## src/rtl/amo_pkg.sv

```systemverilog
package amo_pkg;
  localparam int DATA_W = 32;

  typedef enum logic [3:0] {
    OP_LOAD  = 4'd0,
    OP_STORE = 4'd1,
    OP_LR    = 4'd2,
    OP_SC    = 4'd3,
    OP_ADD   = 4'd4,
    OP_SWAP  = 4'd5,
    OP_AND   = 4'd6,
    OP_OR    = 4'd7,
    OP_MIN   = 4'd8,
    OP_MAX   = 4'd9
  } amoOpE;

  typedef enum logic [1:0] {
    IDLE         = 2'd0,
    READ         = 2'd1,
    MODIFY_WRITE = 2'd2,
    RESPOND      = 2'd3
  } amoStateE;

  typedef struct packed {
    logic latchReq;
    logic issueRead;
    logic issueStore;
    logic issueSc;
    logic setRes;
    logic captureRd;
    logic writeBack;
  } ctrlStrobeT;

  function automatic logic isRmw(amoOpE op);
    return (op == OP_ADD) || (op == OP_SWAP) || (op == OP_AND) ||
           (op == OP_OR)  || (op == OP_MIN)  || (op == OP_MAX);
  endfunction

  function automatic logic [DATA_W-1:0] amoCombine(amoOpE op,
      logic [DATA_W-1:0] oldV, logic [DATA_W-1:0] opnd);
    logic [DATA_W-1:0] res;
    case (op)
      OP_ADD:  res = oldV + opnd;
      OP_SWAP: res = opnd;
      OP_AND:  res = oldV & opnd;
      OP_OR:   res = oldV | opnd;
      OP_MIN:  res = ($signed(oldV) < $signed(opnd)) ? oldV : opnd;
      OP_MAX:  res = ($signed(oldV) > $signed(opnd)) ? oldV : opnd;
      default: res = oldV;
    endcase
    return res;
  endfunction
endpackage

```

## src/rtl/amo_ctrl.sv

```systemverilog
module amo_ctrl
  import amo_pkg::*;
(
  input  logic       clk,
  input  logic       rstN,
  input  logic       reqValid,
  input  amoOpE      opReg,
  output logic       reqReady,
  output logic       rspValid,
  output ctrlStrobeT strobe
);
  amoStateE state, stateNext;

  always_ff @(posedge clk) begin
    if (!rstN) state <= IDLE;
    else       state <= stateNext;
  end

  always_comb begin
    stateNext = state;
    case (state)
      IDLE:         if (reqValid) stateNext = READ;
      READ:         stateNext = MODIFY_WRITE;
      MODIFY_WRITE: stateNext = RESPOND;
      RESPOND:      stateNext = IDLE;
      default:      stateNext = IDLE;
    endcase
  end

  always_comb begin
    strobe = '0;
    case (state)
      IDLE: strobe.latchReq = reqValid;
      READ: begin
        case (opReg)
          OP_STORE: strobe.issueStore = 1'b1;
          OP_SC:    strobe.issueSc    = 1'b1;
          OP_LR: begin
            strobe.issueRead = 1'b1;
            strobe.setRes    = 1'b1;
          end
          default:  strobe.issueRead = 1'b1;
        endcase
      end
      MODIFY_WRITE: begin
        strobe.captureRd = (opReg != OP_STORE) && (opReg != OP_SC);
        strobe.writeBack = isRmw(opReg);
      end
      default: ;
    endcase
  end

  assign reqReady = (state == IDLE);
  assign rspValid = (state == RESPOND);

  AST_ACCEPT_BLOCKS: assert property (@(posedge clk) disable iff (!rstN)
    (reqValid && reqReady) |=> !reqReady);
  AST_RSP_SINGLE: assert property (@(posedge clk) disable iff (!rstN)
    rspValid |=> (!rspValid && reqReady));
  AST_RSP_NOT_IDLE: assert property (@(posedge clk) disable iff (!rstN)
    rspValid |-> !reqReady);
endmodule

```

## src/rtl/amo_datapath.sv

```systemverilog
module amo_datapath
  import amo_pkg::*;
#(
  parameter int ADDR_W = 10
) (
  input  logic              clk,
  input  logic              rstN,
  input  ctrlStrobeT        strobe,
  input  logic [3:0]        reqOp,
  input  logic [ADDR_W-1:0] reqAddr,
  input  logic [DATA_W-1:0] reqData,
  input  logic              snoopValid,
  input  logic [ADDR_W-1:0] snoopAddr,
  input  logic [DATA_W-1:0] memRdata,
  output amoOpE             opReg,
  output logic [DATA_W-1:0] rspData,
  output logic              memEn,
  output logic              memWe,
  output logic [ADDR_W-1:0] memAddr,
  output logic [DATA_W-1:0] memWdata
);
  logic [ADDR_W-1:0] addrReg;
  logic [DATA_W-1:0] dataReg;
  logic [DATA_W-1:0] resultReg;
  logic              resValid;
  logic [ADDR_W-1:0] resAddr;

  logic scPass;
  logic snoopOnRes;
  logic snoopOnCur;
  logic localWrite;

  always_ff @(posedge clk) begin
    if (!rstN) begin
      opReg   <= OP_LOAD;
      addrReg <= '0;
      dataReg <= '0;
    end else if (strobe.latchReq) begin
      opReg   <= amoOpE'(reqOp);
      addrReg <= reqAddr;
      dataReg <= reqData;
    end
  end

  assign snoopOnCur = snoopValid && (snoopAddr == addrReg);
  assign snoopOnRes = snoopValid && (snoopAddr == resAddr);
  assign scPass     = resValid && (resAddr == addrReg) && !snoopOnCur;

  assign memWe    = strobe.issueStore || (strobe.issueSc && scPass) ||
                    strobe.writeBack;
  assign memEn    = strobe.issueRead || memWe;
  assign memAddr  = addrReg;
  assign memWdata = strobe.writeBack ? amoCombine(opReg, memRdata, dataReg)
                                     : dataReg;
  assign localWrite = memWe && (addrReg == resAddr);

  always_ff @(posedge clk) begin
    if (!rstN) begin
      resValid <= 1'b0;
      resAddr  <= '0;
    end else if (strobe.setRes) begin
      resValid <= !snoopOnCur;
      resAddr  <= addrReg;
    end else if (strobe.issueSc || snoopOnRes || localWrite) begin
      resValid <= 1'b0;
    end
  end

  always_ff @(posedge clk) begin
    if (!rstN) begin
      resultReg <= '0;
    end else if (strobe.issueSc) begin
      resultReg <= {{(DATA_W-1){1'b0}}, !scPass};
    end else if (strobe.issueStore) begin
      resultReg <= '0;
    end else if (strobe.captureRd) begin
      resultReg <= memRdata;
    end
  end

  assign rspData = resultReg;

  AST_RMW_READ_THEN_WRITE: assert property (@(posedge clk) disable iff (!rstN)
    strobe.writeBack |-> ($past(memEn) && !$past(memWe) &&
                          $past(memAddr) == memAddr));
  AST_SC_FAIL_NO_WRITE: assert property (@(posedge clk) disable iff (!rstN)
    (strobe.issueSc && !resValid) |-> !memEn);
  AST_SC_CLEARS_RES: assert property (@(posedge clk) disable iff (!rstN)
    strobe.issueSc |=> !resValid);
  AST_SNOOP_KILLS_RES: assert property (@(posedge clk) disable iff (!rstN)
    (resValid && snoopOnRes && !strobe.setRes) |=> !resValid);
  AST_LOCAL_WRITE_KILLS: assert property (@(posedge clk) disable iff (!rstN)
    (resValid && memWe && memAddr == resAddr) |=> !resValid);
endmodule

```

## src/rtl/amo_unit.sv

```systemverilog
module amo_unit
  import amo_pkg::*;
#(
  parameter int ADDR_W = 10
) (
  input  logic              clk,
  input  logic              rstN,
  input  logic              reqValid,
  output logic              reqReady,
  input  logic [3:0]        reqOp,
  input  logic [ADDR_W-1:0] reqAddr,
  input  logic [31:0]       reqData,
  output logic              rspValid,
  output logic [31:0]       rspData,
  output logic              memEn,
  output logic              memWe,
  output logic [ADDR_W-1:0] memAddr,
  output logic [31:0]       memWdata,
  input  logic [31:0]       memRdata,
  input  logic              snoopValid,
  input  logic [ADDR_W-1:0] snoopAddr
);
  ctrlStrobeT strobe;
  amoOpE      opReg;

  amo_ctrl ctrl_i (
    .clk      (clk),
    .rstN     (rstN),
    .reqValid (reqValid),
    .opReg    (opReg),
    .reqReady (reqReady),
    .rspValid (rspValid),
    .strobe   (strobe)
  );

  amo_datapath #(.ADDR_W(ADDR_W)) dp_i (
    .clk        (clk),
    .rstN       (rstN),
    .strobe     (strobe),
    .reqOp      (reqOp),
    .reqAddr    (reqAddr),
    .reqData    (reqData),
    .snoopValid (snoopValid),
    .snoopAddr  (snoopAddr),
    .memRdata   (memRdata),
    .opReg      (opReg),
    .rspData    (rspData),
    .memEn      (memEn),
    .memWe      (memWe),
    .memAddr    (memAddr),
    .memWdata   (memWdata)
  );

  AST_MEM_QUIET_IDLE: assert property (@(posedge clk) disable iff (!rstN)
    reqReady |-> !memEn);
endmodule

```

## config.mk

```make
export PLATFORM = sky130hd
export DESIGN_NAME = amo_unit
export DESIGN_NICKNAME = d
export VERILOG_FILES = /design/src/rtl/amo_pkg.sv /design/src/rtl/amo_ctrl.sv /design/src/rtl/amo_datapath.sv /design/src/rtl/amo_unit.sv
export SDC_FILE = /design/constraint.sdc
export NUM_CORES = 1
export LEC_CHECK = 0
export ABC_AREA = 1
export BUFFER_PORTS_ARGS = -buffer_cell sky130_fd_sc_hd__buf_2
export CORE_UTILIZATION = 55
export DETAILED_ROUTE_END_ITERATION = 8
export GPL_TIMING_DRIVEN = 0
export PLACE_DENSITY = 0.79
export SLEW_MARGIN = 20
export SYNTH_ARGS = -nofsm -noshare
export SYNTH_HDL_FRONTEND = slang
export SYNTH_HIERARCHICAL = 1
export SYNTH_SLANG_ARGS = --single-unit
export TNS_END_PERCENT = 50
```

## constraint.sdc

```tcl
create_clock -name clk -period 4.4 [get_ports clk]
set_input_delay 0.88 -clock clk [delete_from_list [all_inputs] [get_ports clk]]
set_output_delay 0.88 -clock clk [all_outputs]
set_load 0.01 [all_outputs]
```

Yosys cells after proc, flatten, opt, wreduce, memory -nomap -nowiden --
Index checks and enable logic that the tools add are counted.
Operators by class: multiplexer cells 18, eq/ne operators 19, $add $sub $neg 1, reductions and logical operators 24, bitwise logic cells 3, div/mod/pow operators 0, multipliers 0, order comparisons 2, shift operators 0
Operator list (count):
- 32-bit one-hot mux with 6 select lines | 1
- 32-bit two-way mux | 3
- 10-bit == test | 4
- 32-bit adder | 1
- 32-bit AND | 1
- 32-bit greater-than comparator | 1
- 32-bit < comparator | 1
- 32-bit OR | 1
- 4-bit by 3-bit == test with 1-bit output, second input constant | 4
- 1-bit logical OR | 10
- 1-bit two-way mux | 10
- 4-bit by 2-bit == test with 1-bit output, second input constant | 2
- 4-bit == test, second input constant | 2
- 2-bit one-hot mux with 4 select lines | 1
- 1-bit logical AND | 7
- 2-bit == test, second input constant | 2
- 4-bit by 1-bit == test with 1-bit output, second input constant | 1
- 2-bit two-way mux | 2
- 4-bit two-way mux | 1
- 4-bit by 1-bit inequality test with 1-bit output, second input constant | 1
- 4-bit by 2-bit inequality test with 1-bit output, second input constant | 1
- 3-bit nonzero test | 1
- 3-bit OR reduction | 1
- 2-bit by 1-bit == test with 1-bit output, second input constant | 1
- 6 further kinds | 7
Storage, ports and cells: flip-flop bits (word level) 91, memory bits (writable) 0, logic and storage cells 75, input bits 92, latch bits 0, memories 0, bits in read-only memories 0, output and inout bits 78

Logic depth before layout (Yosys ltp) --
word-level depth 12, mapped depth 21, depth with buffers taken out 20

By module --
Netlist, hierarchy kept.
By module, submodules not included:
- amo_datapath | area each 8479.4 sq um, cells each 1346, instances 1, sequential area each 1781.7 sq um
- amo_ctrl | area each 237.7 sq um, cells each 36, instances 1, sequential area each 40.0 sq um

Worst setup path after synthesis --
OpenSTA, ideal clock, no wires.
path kind input -> output, start input memRdata[0], end output memWdata[18], cell stages on the path 16, data required time 3.520 ns, slack 0.692 ns, data arrival time 2.828 ns, path buffers 0, path through ha_1 > fa_1 > nand2_1 > nand3_1 > o21ai_0 > o21ai_0 > nand2_1 > nand2_1 > nand2_1 > nand2_1 > or2_2 > nand3_1 > nand2_1 > nand3b_1 > nand3_1 > nand2_1
On the way: longest elaborated chain between the ends 4, elaborated cells on any way between the ends 7, classes of those cells add/sub (1); order compare (2); mux (4)
RTL lines:
- start: declaration | line amo_unit.sv:19 | input logic [31:0] memRdata,
- 32-bit greater-than comparator or 32-bit < comparator (tied branches) | line amo_pkg.sv:48, amo_pkg.sv:47
- 32-bit two-way mux (on tied branches) | line amo_pkg.sv:48, amo_pkg.sv:47
- 32-bit one-hot mux with 6 select lines * | line amo_pkg.sv:42 | case (op)
- 32-bit two-way mux * | line amo_datapath.sv:53 | assign memWdata = strobe.writeBack ? amoCombine(opReg, memRdata, dataReg)
- end: declaration | line amo_unit.sv:18 | output logic [31:0] memWdata,
Mark *: on every way between the ends. The rest lies on a longest branch, timed or not.

Final worst setup path --
start input memRdata[27], end output memWdata[1]
The elaborated chain is that of the path after synthesis.

==> impl_results.md <==
* Maximum buffer depth of the clock tree at 2
* Placed wire-length estimate at 23.0 mm
* Part of the power in combinational logic at between 60% and 70%
* Type of element capturing the critical path: primary output
* RD Place Congestion at 0.986
* EDFF count, synth at 0
* Crit start category: input port
* Sw power at around 2.8 mW
* Area inside the core boundary at between 0.015 and 0.02 mm2
* Pin count of the biggest net entering global routing at 18
* Final std cells w/o fill at roughly 1.8k
* Synth Cell Area at 0.00872 mm2
* Max-cap violations at 0
* Initial antenna violation count at 0
* Number of DRC markers after the initial detailed-route iteration at between 800 and 900
* Power density over the cells at approximately 520 mW/mm2
* Leading cell type by number of instances after synthesis: sky130_fd_sc_hd__nand2_1
* Synth top area cells: sky130_fd_sc_hd__dfxtp_1 21%, sky130_fd_sc_hd__nand2_1 15%, sky130_fd_sc_hd__ha_1 14%
* Share of the yosys chip area belonging to registers at about a fifth
* Critical path arrival at ~3.4 ns
* Pre-antenna DRT Iters at 5
* Final worst-path cycle share at slightly below 100%
* Count of nets after finishing at around 1.8k
* Internal power summed over all cells at about 2.6 mW
* H-tree depth at 3
* Category of the most critical setup path: in2out
* Sequential fraction of design power at between 20% and 30%
* Worst Max-Slew Pin Slew at 1.05 ns
* Synthesis Warnings at 6
* Fraction of layout instances using a drive strength above 1 at 17.2%
* Net count after synthesis at ~1.6k
* Post-synthesis register bit count at just over 90
* Post-route setup TNS at 0 ns
* Final hold viol count at 0
* Fill cell total of the finished layout at 1456
* Crit path max fanout at 10
* Rel. slew slack at between 20% and 30%
* Wirelength, routed at approximately 30 mm
* Required time at the endpoint of the critical path at roughly 3.5 ns
* Total Die Area at around 0.016 mm2
* Sink Count at ~90
* Clock tree from TritonCTS: built
* CTS clock-pin slew for the worst setup and hold paths at roughly 0.07 ns
* Top-area cell type share of the netlist area at between 20% and 30%
* Distinct cells, synth at 46
* Worst hold margin at ~0.46 ns
* Mean instance size in the synthesized netlist at ~6.3 um2
* IO Pins at 170
* Average wire length per cell after detail routing at 17.0 um
* Switching power share of the total at about half
* Synth-to-layout area growth at 19.0%
* Num rows at 45
* Most used standard cells in the synthesized netlist: 339 x sky130_fd_sc_hd__nand2_1, 162 x sky130_fd_sc_hd__a21oi_1, 148 x sky130_fd_sc_hd__inv_1
* Flip-flop cell with the highest count after synthesis: sky130_fd_sc_hd__dfxtp_1
* Total inserted antenna cells at 0
* First-pass GRT wire length at roughly 47 mm
* Leakage Power at around 4.9 nW
* Post-synth ARST share at 0%
* Number of global-route vias before repair at approximately 9k
* Vias at just over 10k
* RSZ-0062 raised after global routing: true
* Max-slew violation count at 0
* Part of the total power dissipated in the clock network at 15.5%
* Area leader, netlist: sky130_fd_sc_hd__dfxtp_1
* Routed Antenna Nets at 0
* Final critical-path required period at ~4.3 ns
* Clock tree root driver cell: sky130_fd_sc_hd__clkbuf_16
* Gate Count Post-Synth at around 1.4k
* Final setup skew at ~0.010 ns
* Grt total ovfl at 0
* Worst VDD drop at about 0.35 mV
* Placed instance count at roughly 1.8k
* TritonCTS Buffers at 9
* Highest clock frequency the design can meet at roughly 230 MHz
* Initial standard-cell utilization of the core at 56.9%
* DRC errors left at 0
* Global Route Usage Sum at between 30 and 40%
* Vias per inst at ~5.7
* Class of the tightest hold or removal check: reg2reg
* Vertical die dimension at between 100 and 150 um
* Post-route total power at roughly 5.4 mW
* Final setup vio count at 0
* Count of input and output buffers at between 150 and 200
* Horizontal die dimension at between 100 and 150 um
* Run status: finished, final reports clean
* Insertion delay of the later-clocked pin in the worst-skew pair at between 0.3 and 0.4 ns
==> worst max-delay path, cell delays in order <==
cell                      delay, ns
sky130_fd_sc_hd__buf_2         0.15
sky130_fd_sc_hd__inv_1         0.13
sky130_fd_sc_hd__ha_4          0.28
sky130_fd_sc_hd__nor2_2        0.14
sky130_fd_sc_hd__nand3_1       0.13
sky130_fd_sc_hd__nor2_4        0.16
sky130_fd_sc_hd__and3_4        0.22
sky130_fd_sc_hd__nand2_2       0.11
sky130_fd_sc_hd__nand2_2       0.12
sky130_fd_sc_hd__nand2_2       0.11
sky130_fd_sc_hd__nand2_4       0.11
sky130_fd_sc_hd__nand3_2       0.10
sky130_fd_sc_hd__nand2_4       0.15
sky130_fd_sc_hd__buf_6         0.19
sky130_fd_sc_hd__nand2_1       0.07
sky130_fd_sc_hd__nand3_1       0.06
sky130_fd_sc_hd__nand3_1       0.07
sky130_fd_sc_hd__nand2_1       0.11
sky130_fd_sc_hd__buf_2         0.14
==> layout by cell type, fill, tap and decap left out, types with 18 or more instances in the layout <==
master | Yosys | final
sky130_fd_sc_hd__nand2_1 | 339 | 338
sky130_fd_sc_hd__buf_2 | 5 | 174
sky130_fd_sc_hd__a21oi_1 | 162 | 160
sky130_fd_sc_hd__inv_1 | 148 | 148
sky130_fd_sc_hd__o21ai_0 | 120 | 117
sky130_fd_sc_hd__nor2_1 | 112 | 109
sky130_fd_sc_hd__dfxtp_1 | 91 | 91
sky130_fd_sc_hd__ha_1 | 100 | 86
sky130_fd_sc_hd__nand3_1 | 72 | 71
sky130_fd_sc_hd__clkbuf_1 | 34 | 34
sky130_fd_sc_hd__a211oi_1 | 18 | 18
==> layer usage <==
layer | vias up | share of wire [%] | GRT usage (%)
met2 | 472 | 44 | 58.8
met4 | 0 | 3.7 | 16.5
met1 | 4652 | 43 | 48.2
met5 | - | 0 | 0
li1 | 4966 | - | -
met3 | 75 | 8.7 | 7.01
==> what timing repair did <==
item                       4_1_cts  5_1_grt
hold buffers                     0        0
pin swaps                        1        5
buffers inserted                 2        4
gates resized for setup          3       38
setup endpoints to repair       16       31
==> sequential cells by signal, summed over array words and instances, names as in the netlist <==
| name | flops |
|---|---|
| dp_i/memAddr | 10 |
| ctrl_i/state | 2 |
| dp_i/resAddr | 10 |
| dp_i/rspData | 32 |
| dp_i/opReg | 4 |
| dp_i/dataReg | 32 |
| dp_i/resValid | 1 |
==> final cells by class <==
class                      instances  area (um2)  share of cell area [%]
clock inverter                     7        83.8                   0.808
clock buffer                       9         225                    2.17
tap                              211         264                    2.54
sequential                        91        1820                    17.6
timing repair buffer             175         891                    8.59
multi-input combinational       1082        6250                    60.3
inverter                         156         586                    5.64
buffer                            53         250                    2.41
==> stage by stage <==
step / worst slack (ns) / utilization, % / cell area, um2
5_1_grt: -0.0419 / 67.8 / 10400
2_1_floorplan: 0.692 / - / 8720
4_1_cts: 0.00789 / 66.4 / 10200
3_3_place_gp: -0.0768 / 64.2 / 9830
3_5_place_dp: -0.110 / 64.2 / 9830
6_report: 0.0829 / 67.8 / 10400
==> power groups by stage <==
stage / Clock (mW) / Combinational (mW) / Sequential [mW]
after floorplan: 0 / 2.13 / 1.25
after global placement: 0 / 3.12 / 1.24
after detailed placement: 0 / 3.16 / 1.25
after CTS: 0.854 / 3.19 / 1.23
after global routing: 0.886 / 3.70 / 1.26
final: 0.844 / 3.37 / 1.24
==> final timing paths <==
kind                    startpoint          endpoint  slack, ns  depth (start not counted)
hold / removal    dp_i/rspData[16]  dp_i/rspData[16]       0.46                          2
setup / recovery      memRdata[27]       memWdata[1]       0.08                         19
hold reg to reg   dp_i/rspData[16]  dp_i/rspData[16]       0.46                          2
setup reg to reg   ctrl_i/state[0]  dp_i/rspData[29]       1.63                          7
==> cells by family (layout without fill, tap and decap cells) <==
logic type               after synthesis  in the layout  synth area share, %
AND/OR/NAND/NOR                      603            603                 30.4
buffers and inverters                209            400                 9.54
XOR/XNOR                              19             19                 1.91
adder cells (fa/ha/maj)              101            101                 14.6
flip-flops                            91             91                 20.9
AO/OA/AOI/OAI                        359            359                 22.6
No activity file was read; power rests on OpenSTA's default activity.
